`config.mk`:
```
export PLATFORM = sky130hd
export DESIGN_NAME = bitgather_compress
export DESIGN_NICKNAME = d
export VERILOG_FILES = /design/src/rtl/gbc_pkg.sv /design/src/rtl/gbc_prefix.sv /design/src/rtl/gbc_lane.sv /design/src/rtl/bitgather_compress.sv
export SDC_FILE = /design/constraint.sdc
export NUM_CORES = 1
export LEC_CHECK = 0
export BUFFER_PORTS_ARGS = -buffer_cell sky130_fd_sc_hd__buf_4
export CAP_MARGIN = 20
export CORE_AREA = 2 2 101 103
export DETAILED_ROUTE_END_ITERATION = 8
export DIE_AREA = 0 0 103 105
export SYNTH_ARGS = -nofsm -noshare
export SYNTH_HDL_FRONTEND = slang
export SYNTH_SLANG_ARGS = --single-unit
```
`constraint.sdc`:
```
create_clock -name vclk -period 9.4
set_clock_uncertainty 0.2 [all_clocks]
set_input_delay 0.94 -clock vclk [all_inputs]
set_output_delay 0.94 -clock vclk [all_outputs]
set_load 0.01 [all_outputs]
```
`src/rtl/gbc_pkg.sv`:
```
package gbc_pkg;
    // Bits needed to hold a count from 0 up to w inclusive.
    function automatic int slot_bits(input int w);
        return $clog2(w + 1);
    endfunction
endpackage

```
`src/rtl/gbc_prefix.sv`:
```
module gbc_prefix #(
    parameter int W  = 16,
    parameter int CW = gbc_pkg::slot_bits(W)
) (
    input  logic [W-1:0]         en,
    output logic [W-1:0][CW-1:0] slot
);
    // Exclusive running count: lane i's slot is the number of enabled lanes below it.
    assign slot[0] = '0;
    for (genvar i = 1; i < W; i++) begin : g_scan
        assign slot[i] = slot[i-1] + CW'(en[i-1]);
    end
endmodule

```
`src/rtl/gbc_lane.sv`:
```
module gbc_lane #(
    parameter int W  = 16,
    parameter int CW = gbc_pkg::slot_bits(W),
    parameter int K  = 0
) (
    input  logic [W-1:0]         en,
    input  logic [W-1:0]         data,
    input  logic [W-1:0][CW-1:0] slot,
    output logic                 bit_o
);
    localparam logic [CW-1:0] TARGET = CW'(K);

    // Only lanes at index K or above can ever reach output slot K.
    always_comb begin
        bit_o = 1'b0;
        for (int i = K; i < W; i++) begin
            bit_o = bit_o | (en[i] & data[i] & (slot[i] == TARGET));
        end
    end
endmodule

```
`src/rtl/bitgather_compress.sv`:
```
module bitgather_compress #(
    parameter int W = 16
) (
    input  logic [W-1:0] en_mask,
    input  logic [W-1:0] data_in,
    output logic [W-1:0] packed_out
);
    localparam int CW = gbc_pkg::slot_bits(W);

    logic [W-1:0][CW-1:0] lane_slot;

    gbc_prefix #(.W(W), .CW(CW)) u_prefix (
        .en   (en_mask),
        .slot (lane_slot)
    );

    for (genvar k = 0; k < W; k++) begin : g_out
        gbc_lane #(.W(W), .CW(CW), .K(k)) u_lane (
            .en    (en_mask),
            .data  (data_in),
            .slot  (lane_slot),
            .bit_o (packed_out[k])
        );
    end
endmodule

```
==> flow_summary_export.csv, run 1 <==
group,metric,value,unit
final_layout,syn_to_final_growth,9.50,%
min_path,hold_end,"packed_out[15]",
sta,maxSlewHeadroom,0.485,
final_layout,seq_cell_count,0,
floorplanning,dieArea,10800,µm²
critical_path,slowest_stage,"fa_1",
critical_path,path_class,"input pin to output pin",
final_layout,n_clock_buffer,0,
routing,wl_per_cell,17.4,µm
critical_path,end_kind,"output pin",
min_path,min_from,"en_mask[15]",
routing,dr.pass1.iters,5,
floorplanning,core_area,9640,µm²
placed_design,gp_congestion,0.937,
final_layout,regArea,0,µm²
critical_path,path_cells,"buf_4, fa_1, ha_1, ha_1, ha_1, ha_1, ha_1, ha_1, ha_1, ha_1, ha_1, ha_2, nand2_1, or3_1, a21oi_2, nor3_2, and3_4, or2_4, a32oi_4, xnor3_1, nand3b_4, o221ai_1, buf_4",
cts,hold_buffers,0,
routing,dr.first_iter.drc_count,263,
final_layout,finish.net_count,643,
routing,num_vias,4486,
flow_run,maxCapViolCount,0,
global_routing,gr-usage-met3,0.0161,
sta,tightestPinTransition,0.769,ns
synth,syn-cell-area,3800,µm²
global_routing,grt-ovfl-total,0,
global_routing,grtUsageMet1,0.306,
sta,layout_min_cycle_time,8.99,ns
final_layout,drive_above_1_share,0.150,
critical_path,slowest_delay,0.61,ns
final_layout,layout_common_cells,"71 x nand2_1, 59 x nor2_1, 57 x buf_4, 38 x nor3_1, 34 x nand3_1",
synth,synth-seq-area-share,0,
global_routing,grt_pass1_wl,20200,µm
final_layout,layout_commonest_cell,"nand2_1",
routing,wirelength,12400,µm
sta,drv_slew,0,
global_routing,antenna_found_initial,0,
floorplanning,die_w,103,µm
critical_path,cp_max_fo,9,
sta,finalCritPeriodShare,0.956,
floorplanning,start_util,0.395,
sta,hold_violations,0,
status,status,"complete, no violations",
global_routing,grt_pass1_vias,4072,
sta,max_freq,0.111,GHz
final_layout,diodes,0,
min_path,hold_class,"input pin to output pin",
critical_path,worstPathArrival,7.85,ns
global_routing,grt_start_max_net_pins,20,
sta,setup_violations,0,
min_path,hold-path-cell-count,4,
global_routing,track_usage,0.225,
critical_path,startpoint_type,"input pin",
floorplanning,io_pins,48,
global_routing,grt_util_met2,0.388,
synth,post_synth_num_cell_types,79,
placed_design,hpwlAfterDp,10200,µm
critical_path,crit_required,8.26,ns
routing,drc,0,
synth,synth.avg_cell_area,6.71,µm²
critical_path,crit_top_cell,"ha_1",
synth,yosys_warnings,0,
routing,postRouteAntennaNets,0,
global_routing,busiest_layer,"met2",
sta,setup-tns-final,0,ns
floorplanning,die_y,105,µm
synth,synthCells,567,
floorplanning,rows,36,
sta,rsz0062_at_grt,"no",
routing,vias_per_cell,6.28,
placed_design,portBuffers,48,
synth,syn_nets,627,
==> per-layer routing <==
| layer | vias to the layer above | part of all wire |
|---|---|---|
| met2 | 131 | 0.50 |
| met3 | 20 | 0.049 |
| li1 | 2218 | - |
| met1 | 2117 | 0.43 |
| met4 | 0 | 0.021 |
| met5 | - | 0 |
==> worst max-delay path: cells and delay by family <==
kind | cells | cell delay (ns)
AOI/OAI and AO/OA | 3 | 0.75
xor gates and xnor gates | 1 | 0.39
adders and majority gates | 11 | 4.23
buffers and inverters | 2 | 0.30
and+or+nand+nor | 6 | 1.23
==> synth_stat cells (all sizes together), types with 9 or more instances <==
cell type   n  share of area
nand4      24          0.039
nand2      72          0.072
nor2       59          0.058
nor4       11          0.020
nor3       41          0.058
inv        11          0.011
xnor2      21          0.054
and3        9          0.016
clkbuf     15          0.015
nand3      34          0.045
and2       13          0.022
xnor3      11          0.066
or3         9          0.015
o211ai     12          0.024
a21oi      22          0.030
a211oi     10          0.020
ha         27          0.089
buf        28          0.049
o21ai      24          0.033
==> layout make-up <==
| class | count | area (µm²) |
|---|---|---|
| inverters | 11 | 41.3 |
| repair buffers | 57 | 428 |
| multi-input cells | 513 | 3530 |
| fillers | 1053 | 5470 |
| well taps | 133 | 166 |
==> through the flow <==
step                hold WS [ns]  setup slack [ns]  utilization  area (µm²)  std cells
finish                      2.23             0.409        0.432        4170        714
global route                2.26            0.0734        0.432        4170        714
CTS                         2.23             0.294        0.431        4160        714
detailed placement          2.22             0.315        0.431        4160        714
global placement            2.23             0.461        0.431        4160        714
floorplan                   1.99             0.988            -        3800        567
==> logic make-up after synthesis <==
kind of cell	count (synthesis)	share of synthesized area
AND/OR/NAND/NOR	301	0.405
buffers and inverters	54	0.0746
adder cells (fa/ha/maj)	28	0.0940
AO/OA/AOI/OAI	144	0.279
XOR/XNOR	34	0.130
multiplexers	6	0.0164
==> worst max-delay path by stage <==
stage	startpoint	end	slack, ns	cells after the start
3_5_place_dp	en_mask[0]	packed_out[1]	0.31	23
2_1_floorplan	en_mask[0]	packed_out[1]	0.99	23
4_1_cts	en_mask[0]	packed_out[1]	0.29	23
6_report	en_mask[0]	packed_out[1]	0.41	23
5_1_grt	en_mask[0]	packed_out[1]	0.07	23
3_3_place_gp	en_mask[0]	packed_out[1]	0.46	23
==> repair_timing <==
item                                    CTS  global route
gates resized for setup                   0             4
buffers inserted                          0             0
endpoints found under the setup margin    0             4
Power of run 1 is not shown: default switching activity piles up to over one toggle a cycle in this logic, so the estimate is an artifact.
==> inputs of run 2 (changes only) <==
--- a/config.mk
+++ b/config.mk
@@ -7,9 +7,10 @@
 export LEC_CHECK = 0
 export BUFFER_PORTS_ARGS = -buffer_cell sky130_fd_sc_hd__buf_4
 export CAP_MARGIN = 20
-export CORE_AREA = 2 2 101 103
+export CORE_AREA = 2 2 93 95
 export DETAILED_ROUTE_END_ITERATION = 8
-export DIE_AREA = 0 0 103 105
+export DIE_AREA = 0 0 95 97
+export PLACE_DENSITY = 0.66
 export SYNTH_ARGS = -nofsm -noshare
 export SYNTH_HDL_FRONTEND = slang
 export SYNTH_SLANG_ARGS = --single-unit
==> run 2 against run 1 <==
Against the previous run:
- die area shrank 15%
- largest cell class unchanged
- non-clock buffer count unchanged
- clock-buffer cell count is the same
- routed wire length is 0.10% lower
- setup slack lost 0.0051 ns
==> flow_summary_export.csv, run 2 (synthesis results as in run 1) <==
group,metric,value,unit
critical_path,cp_max_fo,9,
critical_path,slowest_stage,"fa_1",
critical_path,path_class,"input pin to output pin",
routing,num_vias,4540,
final_layout,fill_cells,811,
sta,tightestPinTransition,0.746,ns
min_path,hold_end,"packed_out[11]",
global_routing,antenna_found_initial,0,
critical_path,path_cells,"buf_4, fa_1, ha_1, ha_1, ha_1, ha_1, ha_1, ha_1, ha_1, ha_1, ha_1, ha_1, nand2_1, or3_1, a21oi_2, nor3_2, and3_4, or2_4, a32oi_4, xnor3_1, nand3b_4, o221ai_1, buf_4",
placed_design,gp_congestion,0.975,
floorplanning,start_util,0.468,
final_layout,n_clock_buffer,0,
final_layout,drive_above_1_share,0.145,
routing,dr.first_iter.drc_count,414,
floorplanning,die_w,95,µm
critical_path,cp_num_cells,23,
routing,drc,0,
global_routing,track_usage,0.258,
global_routing,grt_pass1_vias,4051,
critical_path,slowest_delay,0.53,ns
status,status,"complete, no violations",
min_path,hold_class,"input pin to output pin",
placed_design,preCtsSetupSlack,0.354,ns
routing,postRouteAntennaNets,0,
floorplanning,core_area,8130,µm²
floorplanning,dieArea,9220,µm²
sta,finalCritPeriodShare,0.957,
min_path,min_from,"data_in[13]",
routing,wirelength,12400,µm
final_layout,seq_cell_count,0,
routing,vias_per_cell,6.62,
sta,max_freq,0.111,GHz
floorplanning,die_y,97,µm
critical_path,cp_top_family,"adder cells",
final_layout,diodes,0,
min_path,hold-path-cell-count,4,
sta,layout_min_cycle_time,9.00,ns
placed_design,portBuffers,48,
global_routing,grt_pass1_wl,19700,µm
sta,drv_slew,0,
sta,setup_violations,0,
sta,layout_setup_ws,0.404,ns
final_layout,finish.net_count,643,
sta,rsz0062_at_grt,"no",
sta,setup-tns-final,0,ns
routing,wl_per_cell,18.1,µm
critical_path,startpoint_type,"input pin",
critical_path,crit_required,8.26,ns
critical_path,path_buf_inv,2,
floorplanning,io_pins,48,
floorplanning,rows,33,
final_layout,layout_common_cells,"71 x nand2_1, 59 x nor2_1, 56 x buf_4, 38 x nor3_1, 34 x nand3_1",
final_layout,regArea,0,µm²
sta,hold_violations,0,
global_routing,grt_start_max_net_pins,20,
final_layout,syn_to_final_growth,9.01,%
final_layout,layout_commonest_cell,"nand2_1",
global_routing,grt-ovfl-total,0,
critical_path,crit_top_cell,"ha_1",
critical_path,end_kind,"output pin",
placed_design,hpwlAfterDp,10200,µm
routing,dr.pass1.iters,7,
critical_path,worstPathArrival,7.86,ns
sta,maxSlewHeadroom,0.500,
flow_run,maxCapViolCount,0,
## run 2: tightest hold or removal path: stages
cell	delay (ns)
buf_4	0.11
nand4_1	0.13
o221ai_1	0.13
buf_4	0.15
## run 2: layout make-up
type	instances	area, µm²	area share
inverters	11	41.3	0.00995
repair buffers	57	440	0.106
multi-input cells	513	3530	0.852
well taps	105	131	0.0317
## run 2: how the worst max path moves through the flow
| stage | startpoint | endpoint | slack (ns) |
|---|---|---|---|
| global placement | en_mask[0] | packed_out[1] | 0.49 |
| detailed placement | en_mask[0] | packed_out[1] | 0.35 |
| finish | en_mask[0] | packed_out[1] | 0.40 |
| global route | en_mask[0] | packed_out[8] | 0.03 |
| CTS | en_mask[0] | packed_out[1] | 0.33 |
| floorplan | en_mask[0] | packed_out[1] | 0.99 |
## run 2: per-layer routing
| layer | track usage | up-vias | share of wire | routed length, µm |
|---|---|---|---|---|
| met4 | 0.0346 | 0 | 0.013 | 157 |
| met1 | 0.355 | 2125 | 0.45 | 5560 |
| li1 | - | 2212 | - | - |
| met2 | 0.448 | 189 | 0.48 | 5970 |
| met3 | 0.0187 | 14 | 0.057 | 707 |
| met5 | 0 | - | 0 | 0 |
## run 2: metrics by stage
step                std cells  area [µm²]  utilization  hold WS, ns
CTS                       685        4110        0.506         2.20
global placement          685        4110        0.506         2.21
floorplan                 567        3800            -         1.99
finish                    686        4150        0.510         2.20
detailed placement        685        4110        0.506         2.19
global route              686        4150        0.510         2.23
## run 2: what timing repair did
action,CTS,global route
setup endpoints to repair,0,13
hold buffers,0,0
setup buffers,0,1
resized for setup,0,2
Power of run 2 is left out for the same reason.
